$ cat config.mk
export PLATFORM = sky130hd
export DESIGN_NAME = pgperm_check
export DESIGN_NICKNAME = d
export VERILOG_FILES = /design/src/rtl/pgperm_check.sv
export SDC_FILE = /design/constraint.sdc
export NUM_CORES = 1
export LEC_CHECK = 0
export ABC_AREA = 1
export BUFFER_PORTS_ARGS = -buffer_cell sky130_fd_sc_hd__buf_2
export CAP_MARGIN = 10
export CORE_MARGIN = 2
export CORE_UTILIZATION = 25
export CTS_BUF_LIST = sky130_fd_sc_hd__clkbuf_8
export DETAILED_ROUTE_END_ITERATION = 6
export PLACE_DENSITY = 0.77
export SLEW_MARGIN = 20
export SYNTH_ARGS = -nofsm -noshare
export SYNTH_HDL_FRONTEND = slang
export SYNTH_SLANG_ARGS = --single-unit
$ cat constraint.sdc
create_clock -name clk -period 0.8 [get_ports clk]
set_clock_uncertainty 0.05 [all_clocks]
set_input_delay 0.04 -clock clk [delete_from_list [all_inputs] [get_ports clk]]
set_output_delay 0.04 -clock clk [all_outputs]
set_load 0.005 [all_outputs]
$ cat src/rtl/pgperm_check.sv
module pgperm_check #(
  parameter int PTE_W = 64
) (
  input  logic             clk,
  input  logic             rst,
  input  logic             req_valid,
  input  logic             req_store,
  input  logic             req_user,
  input  logic             req_translate,
  input  logic             req_nocache,
  input  logic             tlb_hit,
  input  logic [PTE_W-1:0] pte,
  output logic             go,
  output logic             go_nocache,
  output logic             fault_valid,
  output logic [63:0]      syndrome
);
  localparam int PB_REF  = 8;
  localparam int PB_CHG  = 7;
  localparam int PB_CI   = 5;
  localparam int PB_PRIV = 3;
  localparam int PB_RD   = 2;
  localparam int PB_WR   = 1;
  localparam int SB_MISS  = 30;
  localparam int SB_PERM  = 27;
  localparam int SB_STORE = 25;
  localparam int SB_RC    = 18;

  logic a_ref, a_chg, a_ci, a_priv, a_rd, a_wr;
  logic miss, perm_ok, rc_ok, ok, eff_nc;
  logic [63:0] syn_next;

  assign a_ref  = ~req_translate | pte[PB_REF];
  assign a_chg  = ~req_translate | pte[PB_CHG];
  assign a_ci   =  req_translate & pte[PB_CI];
  assign a_priv =  req_translate & pte[PB_PRIV];
  assign a_rd   = ~req_translate | pte[PB_RD];
  assign a_wr   = ~req_translate | pte[PB_WR];

  assign miss    = req_translate & ~tlb_hit;
  assign perm_ok = ~(a_priv & req_user) & (a_wr | (~req_store & a_rd));
  assign rc_ok   = a_ref & (~req_store | a_chg);
  assign ok      = ~miss & perm_ok & rc_ok;
  assign eff_nc  = req_nocache | a_ci;

  always_comb begin
    syn_next = '0;
    syn_next[SB_MISS]  = miss;
    syn_next[SB_PERM]  = ~miss & ~perm_ok;
    syn_next[SB_RC]    = ~miss & perm_ok & ~rc_ok;
    syn_next[SB_STORE] = req_store;
  end

  always_ff @(posedge clk) begin
    if (rst) begin
      go          <= 1'b0;
      go_nocache  <= 1'b0;
      fault_valid <= 1'b0;
      syndrome    <= '0;
    end else begin
      go          <= req_valid & ok;
      go_nocache  <= req_valid & ok & eff_nc;
      fault_valid <= req_valid & ~ok;
      if (req_valid & ~ok)
        syndrome <= syn_next;
    end
  end
endmodule

# Word level (Yosys, flattened, before mapping)
# Cells that the tools add are included.
# word_totals
wordCells	33
regBits	7
# op_classes
bitwise_logic	29
# op_table
cell	n
$and 1x1->1	14
$not 1->1	8
$or 1x1->1	7

# Depth between registers and ports, before layout
# logic_depth
word_depth	9
ltp_mapped	9

# Worst setup path before layout
# Ideal clock, no wire load.
# synth_timing
path_kind	in2reg
startpoint	in pte[7]
endpoint	reg syndrome[27]
t_arrival_ps	598
cell_stages	6
required_time_ps	635
setup_time_ps	115
path_slack_ps	37
path_cell_list	inv_1 > nand2_1 > a21oi_2 > nand2_4 > a21oi_1 > nor2_1
# synth_via
elab_chain_cells	6
# synth_lines
item	line	source
start: declaration	12	input logic [PTE_W-1:0] pte,
$or 1x1->1	34	assign a_chg = ~req_translate | pte[PB_CHG];
$or 1x1->1	42	assign rc_ok = a_ref & (~req_store | a_chg);
$and 1x1->1	42	
$and 1x1->1	43	assign ok = ~miss & perm_ok & rc_ok;
$not 1->1	64	if (req_valid & ~ok)
$and 1x1->1	64	
end signal: assignment	65	syndrome <= syn_next;
end: declaration	16	output logic [63:0] syndrome
# Every way passes these cells.
# A chain may end at the register's enable or synchronous reset.

# Worst setup path in the final report
# layout_timing
startpoint	in rst
endpoint	reg go_nocache
# layout_lines
item	line	source
start: declaration	5	input logic rst,
end signal: assignment	62	go_nocache <= req_valid & ok & eff_nc;
end: declaration	14	output logic go_nocache,
# No word-level cell between the ends.

==> impl_metrics.tcl <==
set metrics [dict create \
    slew_violations 0 \
    wl_mm 1.23 \
    coreArea_mm2 0.00310 \
    max_clock_freq_mhz 1270 \
    crit_type "input port to flop" \
    yosys-top-cells-count "60 x buf_4, 12 x nand2_1, 7 x dfxtp_1, 7 x inv_1" \
    syn_inst 111 \
    power_density_mw_per_mm2 1340 \
    fin_nets 213 \
    die_w_um 61.3 \
    multi_input_area_um2 438 \
    fin_area_um2 861 \
    vias_per_cell 3.16 \
    gp_congestion 0.738 \
    ys_ff_latch 7 \
    path_clk_slew_ps 40 \
    fillers 336 \
    cts-buffers-inserted 3 \
    ys_warn_count 0 \
    status "finished, final reports clean" \
    synthArstFlopShare_pct 0 \
    start_kind "input port" \
    placed_area_um2 771 \
    grt_use_total_pct 5.59 \
    syn2layout_area_growth_pct 4.72 \
    clk_path_buf_depth 2 \
    end_kind "flop" \
    setup_viol 0 \
    die_area_mm2 0.00376 \
    hold_ws_ps 60.6 \
    synthesis.area_um2 822 \
    rsz0062_at_grt "false" \
    worst_ep_arrival_time_ps 890 \
    combPwrFrac_pct 25.5 \
    clk_latency_ps 220 \
    drt_iter0_markers 26 \
    syn_avg_cell_area_um2 7.41 \
    hpwl_mm 1.03 \
    grt_max_degree 7 \
    netSwitchingFraction_pct 29.2 \
    p_sw_uw 336 \
    p_leak_uw 0.000539 \
    ios 139 \
    grt_pass1_wl_mm 1.51 \
    synth_largest_area_cell "buf_4" \
    fin_crit_ps 785 \
    synth_area_leaders "buf_4 55%, dfxtp_1 17%, nand2_1 5.5%" \
    cts_num_sinks 7 \
    cp.required_ps 900 \
    synth_top_area_share_pct 54.8 \
    num_antenna_cells 0 \
    cts-root-buf "clkbuf_8" \
    clockPowerShare_pct 41.0 \
    synthFlopType "dfxtp_1" \
    maxCapViolations 0 \
    p_int_uw 815 \
    seq_area_frac_synth_pct 17.0 \
    p_seq_share_pct 33.5 \
    start_util_pct 26.5 \
    vias 581 \
    hold_viol 0 \
    ant_nets 0 \
    dr.pass1.iters 4 \
    register_area_um2 141 \
    cp_max_fo 2 \
    rows 20 \
    min_path_type "input port to flop" \
    power.ir.vdd_worst_mv 0.485 \
    cts_max_level 1 \
    cts_tree "built" \
    grt_pass1_vias 392 \
    finalCritPeriodShare_pct 98.2 \
    drc 0 \
    io_buffers 20 \
    grt_overflow_total 0 \
    antenna_found_initial 0 \
    die_height_um 61.3 \
    final_layout_size_suffix_gt1_share_pct 28.6 \
    synth_most_common_cell "buf_4" \
    wire_per_inst_um 6.68 \
    synth_edf_count 0 \
    ys_types 17 \
]
worst max-delay path, cell delays in order:
cell and delay, ps:
buf_2 100, dlygate4sd3_1 570, nor3_2 170
placed cells by master (no fill, tap or decap), types with 2 or more instances in the layout:
cell      count
conb_1       60
buf_2        20
nand2_1      12
inv_1         8
dfxtp_1       6
a21oi_1       5
nor2_1        5
buf_4         5
nand3_1       3
clkbuf_8      3
inv_2         2
nand2_4       2
metal layers:
metal | vias up | track usage, % | share of wire (%) | routed length (µm)
met5 | - | 0 | 0 | 0
met4 | 0 | 1.82 | 0 | 0
met3 | 0 | 2.73 | 22 | 266
met2 | 71 | 10.9 | 45 | 556
met1 | 238 | 4.92 | 33 | 406
li1 | 272 | - | - | -
logic make-up after synthesis:
family	Yosys count	synth area share, %
compound gates	7	5.02
flops	7	17.0
simple gates	27	18.6
buf+inv	69	58.9
other cells	1	0.456
cell type report:
class / count / area share, %
clock buffer: 3 / 4.80
tap: 44 / 6.40
sequential: 7 / 16.4
inverter: 9 / 3.92
clock inverter: 1 / 0.436
timing repair buffer: 26 / 17.2
multi-input combinational: 94 / 50.9
what timing repair did:
action	in CTS	in global routing
buffers inserted	0	2
endpoints found under the hold margin	2	0
hold buffers	1	0
setup endpoints to repair	0	4
resized for setup	0	3
power by group through the flow:
stage	Sequential, µW	Combinational [µW]	Clock [µW]
6_report	385	294	471
5_1_grt	388	340	524
4_1_cts	385	266	488
3_5_place_dp	392	262	0
3_3_place_gp	391	258	0
2_1_floorplan	393	377	0
final timing paths:
kind	from	end	slack, ps	depth (start not counted)
min	req_nocache	go_nocache	60	3
max reg2reg	syndrome[25]	syndrome[25]	120	4
min reg2reg	syndrome[18]	syndrome[18]	430	2
max	rst	go_nocache	10	3
through the flow:
| stage | utilization [%] | total power [µW] | TNS [ps] | worst slack (ps) | std cells |
|---|---|---|---|---|---|
| final | 27.7 | 1150 | 0 | 14.6 | 184 |
| after global placement | 24.8 | 650 | -790 | -195 | 177 |
| after CTS | 26.6 | 1140 | 0 | 11.9 | 182 |
| after detailed placement | 24.8 | 654 | -821 | -191 | 177 |
| after global routing | 27.7 | 1250 | 0 | 2.01 | 184 |
| after floorplan | - | 770 | 0 | 37.1 | 170 |
flip-flops by register name, indices dropped and copies added, names as in the netlist:
signal	cells
fault_valid	1
go	1
go_nocache	1
syndrome	4
(Power assumes the default switching activity.)
